--- src/rtl/uf_pkg.sv ---
// Shared types and helpers for the UART framer.
// Assumes data bytes of at most 8 bits; character length is 5..8.
package uf_pkg;

    typedef enum logic [1:0] {
        PM_WITH  = 2'b00,
        PM_FORCE = 2'b01,
        PM_NONE  = 2'b10,
        PM_MDROP = 2'b11
    } par_mode_t;

    typedef struct packed {
        par_mode_t  pm;
        logic       sel;
        logic [1:0] len;
        logic       two_stop;
    } frame_cfg_t;

    // Number of data bits for a length code.
    function automatic logic [3:0] nbits(input logic [1:0] len);
        return 4'd5 + {2'b00, len};
    endfunction

    // Mask that keeps the active data bits.
    function automatic logic [7:0] dmask(input logic [1:0] len);
        return 8'hFF >> (2'd3 - len);
    endfunction

endpackage

--- src/rtl/uf_modereg.sv ---
// Two mode registers behind one address, selected by a pointer.
// The pointer starts on register 1. Any access to it steps the pointer
// to register 2, where it stays until the home command or reset.
module uf_modereg
    import uf_pkg::*;
#(
    parameter int DW = 8
) (
    input  logic          clk,
    input  logic          rst_n,
    input  logic          wr,
    input  logic          rd,
    input  logic [DW-1:0] wdata,
    input  logic          home,
    output logic [DW-1:0] rdata,
    output logic          ptr,
    output frame_cfg_t    cfg
);

    logic [DW-1:0] mr1_q, mr2_q;

    // Pointer and register storage update.
    always_ff @(posedge clk) begin
        if (!rst_n) begin
            ptr   <= 1'b0;
            mr1_q <= '0;
            mr2_q <= '0;
        end else if (home) begin
            ptr <= 1'b0;
        end else if (wr || rd) begin
            if (!ptr) begin
                if (wr) mr1_q <= wdata;
                ptr <= 1'b1;
            end else if (wr) begin
                mr2_q <= wdata;
            end
        end
    end

    // Read mux and framing fields.
    always_comb begin
        rdata        = ptr ? mr2_q : mr1_q;
        cfg.pm       = par_mode_t'(mr1_q[4:3]);
        cfg.sel      = mr1_q[2];
        cfg.len      = mr1_q[1:0];
        cfg.two_stop = mr2_q[0];
    end

endmodule

--- src/rtl/uf_tx.sv ---
// Transmit framer: start bit, 5..8 data bits LSB first, optional extra
// bit, one or two stop bits, each lasting OVS tick pulses.
// Assumes tick is a single-cycle enable. Framing is latched at load.
module uf_tx
    import uf_pkg::*;
#(
    parameter int OVS = 16
) (
    input  logic       clk,
    input  logic       rst_n,
    input  logic       tick,
    input  logic       load,
    input  logic [7:0] data,
    input  logic       addr,
    input  par_mode_t  pm,
    input  logic       sel,
    input  logic [1:0] len,
    input  logic       two_stop,
    output logic       txd,
    output logic       busy
);

    localparam int CW = $clog2(OVS);
    localparam logic [CW-1:0] LAST = CW'(OVS - 1);

    typedef enum logic [2:0] {T_IDLE, T_START, T_DATA, T_PAR, T_STOP} tst_t;

    tst_t       st;
    logic [CW-1:0] cnt;
    logic [7:0] sh;
    logic [2:0] bidx;
    logic       ebit, ebit_q, sidx, two_q;
    par_mode_t  pm_q;
    logic [1:0] len_q;

    // Extra bit value for the byte being loaded.
    always_comb begin
        case (pm)
            PM_WITH:  ebit = (^(data & dmask(len))) ^ sel;
            PM_FORCE: ebit = sel;
            PM_MDROP: ebit = addr ^ sel;
            default:  ebit = 1'b0;
        endcase
    end

    // Frame sequencer and line driver.
    always_ff @(posedge clk) begin
        if (!rst_n) begin
            st     <= T_IDLE;
            cnt    <= '0;
            sh     <= '0;
            bidx   <= '0;
            ebit_q <= 1'b0;
            sidx   <= 1'b0;
            two_q  <= 1'b0;
            pm_q   <= PM_NONE;
            len_q  <= '0;
            txd    <= 1'b1;
        end else if (st == T_IDLE) begin
            if (load) begin
                st     <= T_START;
                cnt    <= '0;
                sh     <= data;
                ebit_q <= ebit;
                pm_q   <= pm;
                len_q  <= len;
                two_q  <= two_stop;
                txd    <= 1'b0;
            end
        end else if (tick) begin
            if (cnt != LAST) begin
                cnt <= cnt + 1'b1;
            end else begin
                cnt <= '0;
                case (st)
                    T_START: begin
                        st   <= T_DATA;
                        bidx <= '0;
                        txd  <= sh[0];
                        sh   <= sh >> 1;
                    end
                    T_DATA: begin
                        if ({1'b0, bidx} == nbits(len_q) - 4'd1) begin
                            if (pm_q != PM_NONE) begin
                                st  <= T_PAR;
                                txd <= ebit_q;
                            end else begin
                                st   <= T_STOP;
                                sidx <= 1'b0;
                                txd  <= 1'b1;
                            end
                        end else begin
                            bidx <= bidx + 1'b1;
                            txd  <= sh[0];
                            sh   <= sh >> 1;
                        end
                    end
                    T_PAR: begin
                        st   <= T_STOP;
                        sidx <= 1'b0;
                        txd  <= 1'b1;
                    end
                    T_STOP: begin
                        if (sidx == two_q) st <= T_IDLE;
                        else               sidx <= 1'b1;
                    end
                    default: st <= T_IDLE;
                endcase
            end
        end
    end

    assign busy = (st != T_IDLE);

endmodule

--- src/rtl/uf_rx.sv ---
// Receive framer: synchronises the line, confirms the start bit at
// mid-bit, samples each later bit at its centre and reports errors.
// Assumes the framing fields stay stable during a character.
module uf_rx
    import uf_pkg::*;
#(
    parameter int OVS = 16
) (
    input  logic       clk,
    input  logic       rst_n,
    input  logic       tick,
    input  logic       rxd,
    input  par_mode_t  pm,
    input  logic       sel,
    input  logic [1:0] len,
    output logic       valid,
    output logic [7:0] data,
    output logic       par_err,
    output logic       frm_err,
    output logic       adbit
);

    localparam int CW = $clog2(OVS);
    localparam logic [CW-1:0] LAST = CW'(OVS - 1);
    localparam logic [CW-1:0] MID  = CW'(OVS / 2 - 1);

    typedef enum logic [2:0] {R_IDLE, R_START, R_DATA, R_PAR, R_STOP} rst_t;

    rst_t       st;
    logic       s1, s2;
    logic [CW-1:0] cnt;
    logic [7:0] sh;
    logic [2:0] bidx;
    logic       acc, pbit;

    // Two-stage synchroniser on the serial input.
    always_ff @(posedge clk) begin
        if (!rst_n) begin
            s1 <= 1'b1;
            s2 <= 1'b1;
        end else begin
            s1 <= rxd;
            s2 <= s1;
        end
    end

    // Bit sampler and character result registers.
    always_ff @(posedge clk) begin
        if (!rst_n) begin
            st      <= R_IDLE;
            cnt     <= '0;
            sh      <= '0;
            bidx    <= '0;
            acc     <= 1'b0;
            pbit    <= 1'b0;
            valid   <= 1'b0;
            data    <= '0;
            par_err <= 1'b0;
            frm_err <= 1'b0;
            adbit   <= 1'b0;
        end else begin
            valid <= 1'b0;
            if (tick) begin
                case (st)
                    R_IDLE: begin
                        if (!s2) begin
                            st  <= R_START;
                            cnt <= '0;
                        end
                    end
                    R_START: begin
                        if (cnt != MID) begin
                            cnt <= cnt + 1'b1;
                        end else begin
                            cnt  <= '0;
                            bidx <= '0;
                            acc  <= 1'b0;
                            st   <= s2 ? R_IDLE : R_DATA;
                        end
                    end
                    R_DATA: begin
                        if (cnt != LAST) begin
                            cnt <= cnt + 1'b1;
                        end else begin
                            cnt  <= '0;
                            sh   <= {s2, sh[7:1]};
                            acc  <= acc ^ s2;
                            bidx <= bidx + 1'b1;
                            if ({1'b0, bidx} == nbits(len) - 4'd1)
                                st <= (pm != PM_NONE) ? R_PAR : R_STOP;
                        end
                    end
                    R_PAR: begin
                        if (cnt != LAST) begin
                            cnt <= cnt + 1'b1;
                        end else begin
                            cnt  <= '0;
                            pbit <= s2;
                            st   <= R_STOP;
                        end
                    end
                    R_STOP: begin
                        if (cnt != LAST) begin
                            cnt <= cnt + 1'b1;
                        end else begin
                            cnt     <= '0;
                            st      <= R_IDLE;
                            valid   <= 1'b1;
                            data    <= sh >> (4'd8 - nbits(len));
                            frm_err <= ~s2;
                            case (pm)
                                PM_WITH:  par_err <= pbit ^ acc ^ sel;
                                PM_FORCE: par_err <= pbit ^ sel;
                                default:  par_err <= 1'b0;
                            endcase
                            adbit <= (pm == PM_MDROP) ? (pbit ^ sel) : 1'b0;
                        end
                    end
                    default: st <= R_IDLE;
                endcase
            end
        end
    end

endmodule

--- src/rtl/uf_framer.sv ---
// Top of the UART character framer: mode registers, transmit framer and
// receive framer. Assumes tick16 comes from an external rate generator.
module uf_framer
    import uf_pkg::*;
#(
    parameter int OVS = 16
) (
    input  logic       clk,
    input  logic       rst_n,
    input  logic       reg_wr,
    input  logic       reg_rd,
    input  logic [7:0] reg_wdata,
    output logic [7:0] reg_rdata,
    input  logic       ptr_home,
    input  logic       tick16,
    input  logic       tx_load,
    input  logic [7:0] tx_data,
    input  logic       tx_addr,
    output logic       tx_busy,
    output logic       txd,
    input  logic       rxd,
    output logic       rx_valid,
    output logic [7:0] rx_data,
    output logic       rx_par_err,
    output logic       rx_frm_err,
    output logic       rx_adbit
);

    frame_cfg_t cfg;
    logic       mr_ptr;

    uf_modereg #(.DW(8)) u_mode (
        .clk   (clk),
        .rst_n (rst_n),
        .wr    (reg_wr),
        .rd    (reg_rd),
        .wdata (reg_wdata),
        .home  (ptr_home),
        .rdata (reg_rdata),
        .ptr   (mr_ptr),
        .cfg   (cfg)
    );

    uf_tx #(.OVS(OVS)) u_tx (
        .clk      (clk),
        .rst_n    (rst_n),
        .tick     (tick16),
        .load     (tx_load),
        .data     (tx_data),
        .addr     (tx_addr),
        .pm       (cfg.pm),
        .sel      (cfg.sel),
        .len      (cfg.len),
        .two_stop (cfg.two_stop),
        .txd      (txd),
        .busy     (tx_busy)
    );

    uf_rx #(.OVS(OVS)) u_rx (
        .clk     (clk),
        .rst_n   (rst_n),
        .tick    (tick16),
        .rxd     (rxd),
        .pm      (cfg.pm),
        .sel     (cfg.sel),
        .len     (cfg.len),
        .valid   (rx_valid),
        .data    (rx_data),
        .par_err (rx_par_err),
        .frm_err (rx_frm_err),
        .adbit   (rx_adbit)
    );

endmodule

--- config.mk ---
export PLATFORM = sky130hd
export DESIGN_NAME = uf_framer
export DESIGN_NICKNAME = d
export VERILOG_FILES = /design/src/rtl/uf_pkg.sv /design/src/rtl/uf_modereg.sv /design/src/rtl/uf_tx.sv /design/src/rtl/uf_rx.sv /design/src/rtl/uf_framer.sv
export SDC_FILE = /design/constraint.sdc
export NUM_CORES = 1
export LEC_CHECK = 0
export BUFFER_PORTS_ARGS = -buffer_cell sky130_fd_sc_hd__buf_2
export CORE_MARGIN = 4
export CORE_UTILIZATION = 25
export CTS_CLUSTER_DIAMETER = 30
export CTS_CLUSTER_SIZE = 28
export DETAILED_ROUTE_END_ITERATION = 6
export GPL_TIMING_DRIVEN = 0
export HOLD_SLACK_MARGIN = 0.02
export PLACE_DENSITY = 0.46
export SLEW_MARGIN = 20
export SYNTH_ARGS = -nofsm -noshare
export SYNTH_HDL_FRONTEND = slang
export SYNTH_SLANG_ARGS = --single-unit
--- constraint.sdc ---
create_clock -name clk -period 4.1 [get_ports clk]
set_input_delay 0.615 -clock clk [delete_from_list [all_inputs] [get_ports clk]]
set_output_delay 0.615 -clock clk [all_outputs]
set_load 0.02 [all_outputs]
==> results.py <==
metrics = {
    "yosys": {
        "synth_cells": 459,
        "syn_area_per_cell_um2": 8.64,
        "synth_cell_types": 62,
        "ys_seq_elements": 77,
        "synth_nets": 495,
        "ys_async_sr_fraction": 0,
        "synth_edf_count": 0,
        "dominantRegCellSynth": "dfxtp_1",
        "seq_area_frac_synth": 0.389,
        "yosysWarnings": 0,
        "netlist_area_mm2": 0.00397,
    },
    "critical_path": {
        "crit_type": "reg -> reg",
        "worstPathArrival_ps": 3170,
        "required_ps": 4300,
        "cp_max_fo": 10,
        "start_kind": "flop",
        "endpoint_kind": "flop",
    },
    "grt": {
        "grt_pass1_wl_um": 16900,
        "grt_pass1_vias": 3368,
        "antenna_found_initial": 0,
        "grt_max_degree": 13,
        "track_usage": 0.117,
        "grt_overflow": 0,
    },
    "sta": {
        "final.period_utilization": 0.723,
        "fin_crit_ps": 2960,
        "slew_headroom": 0.485,
        "tightest_slew_ps": 773,
        "hold_viol": 0,
        "grt_setup_unrepaired": "false",
        "slew_violations": 0,
        "final-setup-viol-count": 0,
        "finClkSkew_ps": 6.62,
        "fmax_mhz": 337,
        "tns_ps": 0,
    },
    "run_status": {
        "status": "finished, final reports clean",
    },
    "die": {
        "die_y_um": 134,
        "rows": 45,
        "start_util": 0.258,
        "core_mm2": 0.0154,
        "die_width_um": 134,
        "dieArea_mm2": 0.0179,
        "io-pin-count": 47,
    },
    "placement": {
        "io_buffer_count": 45,
        "dp_hpwl_um": 7780,
        "gp_congestion": 0.818,
    },
    "pwr": {
        "pwr-share-clk": 0.462,
        "power_frac_seq": 0.434,
        "power.switching_uw": 436,
        "switching_share": 0.242,
        "leakage_uw": 0.00188,
        "power.density_mw_per_mm2": 377,
        "ir_drop_uv": 179,
        "p_comb_frac": 0.103,
        "intPower_uw": 1360,
    },
    "routing": {
        "drc": 0,
        "first_pass_iters": 4,
        "ant_nets": 0,
        "drt-initial-drc-count": 117,
        "vias_per_cell": 4.75,
        "drt-total-wl_um": 10400,
        "wl_per_cell_um": 14.2,
        "num_vias": 3477,
    },
    "finish": {
        "fillers": 1638,
        "layout_common_cells": "77 x dfxtp_1, 65 x nor2_1, 50 x buf_2",
        "utilization": 0.310,
        "area.growth.synth_to_final_pct": 20.3,
        "final_common_cell": "dfxtp_1",
        "drive_above_1_share": 0.173,
        "final_nets": 551,
    },
    "clock_tree": {
        "clk_latency_ps": 340,
        "cts_inserted_buffers": 9,
        "htreeDepth": 3,
        "cts_setup_buffers": 0,
        "clkSinkCount": 77,
        "cts_tree": "built",
        "cts_resized": 0,
        "ctsHoldBuffers": 0,
        "cts.clk_slew.worst_paths_ps": 60,
        "clock_path_buffers": 2,
        "cts_root_buffer": "clkbuf_16",
    },
    "hold_path": {
        "hold_path_class": "reg -> reg",
    },
    "run": {
        "max_cap_violations": 0,
    },
}
==> sequential cells by signal, summed over array words and instances, names as in the netlist, 2 cells and up <==
| register | count |
|---|---|
| u_mode.mr1_q | 8 |
| u_tx.st | 3 |
| u_rx.sh | 8 |
| u_tx.sh | 8 |
| u_mode.mr2_q | 8 |
| u_rx.st | 3 |
| u_rx.cnt | 4 |
| u_rx.data | 8 |
| u_rx.bidx | 3 |
| u_tx.cnt | 4 |
| u_tx.bidx | 3 |
| u_tx.len_q | 2 |
| u_tx.pm_q | 2 |
==> logic make-up after synthesis <==
group | count (synthesis) | share of synthesized area
simple gates | 189 | 0.232
compound gates | 98 | 0.165
flops | 77 | 0.389
buf+inv | 37 | 0.0451
mux | 33 | 0.100
xor+xnor | 14 | 0.0344
fa+ha+maj | 11 | 0.0347
==> through the flow <==
step	power [µW]	std cells	worst slack (ps)	hold WS, ps	cell area [µm²]
after floorplan	924	459	1700	386	3970
after global placement	984	715	1110	397	4450
after global routing	1880	731	857	423	4770
after detailed placement	985	715	1090	400	4450
after CTS	1820	731	1080	414	4770
final	1800	732	1140	409	4770
==> final cells by class <==
class / instances / area (µm²) / area share
clock inverters: 3 / 42.5 / 0.00892
clock buffers: 13 / 270 / 0.0567
plain buffers: 28 / 145 / 0.0304
diodes: 1 / 2.50 / 0.000525
well taps: 211 / 264 / 0.0554
multi-input cells: 345 / 2240 / 0.471
repair buffers: 45 / 225 / 0.0472
flip-flops and latches: 77 / 1540 / 0.323
inverters: 9 / 33.8 / 0.00708
==> routing by layer <==
metal,share of wire,global-route usage
met3,0.045,0.0311
met1,0.47,0.149
met4,0.029,0.0497
met5,0,0
met2,0.46,0.187
==> path summary, 6_finish.rpt <==
check	to	cells past startpoint	start	slack (ps)
worst max-delay path	u_rx.data[1]	7	u_mode.mr1_q[0]	1140
worst max register to register	u_rx.data[1]	7	u_mode.mr1_q[0]	1140
worst min register to register	u_rx.s2	1	u_rx.s1	410
worst min-delay path	u_rx.s2	1	u_rx.s1	410
==> cell usage after synthesis (7+ instances only) <==
cell type / instances / share of area
a22oi_1: 7 / 0.013
a21oi_1: 35 / 0.044
clkbuf_1: 17 / 0.016
nor3_1: 7 / 0.0088
nor2_1: 65 / 0.062
xnor2_1: 10 / 0.022
nand2b_1: 11 / 0.017
ha_1: 11 / 0.035
dfxtp_1: 77 / 0.39
o21ai_0: 18 / 0.023
nand3_1: 16 / 0.020
mux2i_1: 24 / 0.061
inv_1: 8 / 0.0076
nor3b_1: 7 / 0.013
nand2_1: 48 / 0.045
==> critical path, cell delays in order, from the launching register on <==
cell and delay [ps]:
dfxtp_1 410, clkbuf_1 470, inv_1 270, ha_1 410
clkbuf_1 460, mux4_2 580, a22oi_1 160, nor2_1 60
==> power groups by stage <==
stage	registers (µW)	clock network [µW]	logic, µW
floorplan	795	0	130
global placement	797	0	186
detailed placement	798	0	187
CTS	781	853	188
global route	783	892	207
finish	781	832	186
Note: power is estimated with default switching activity, not from simulation.
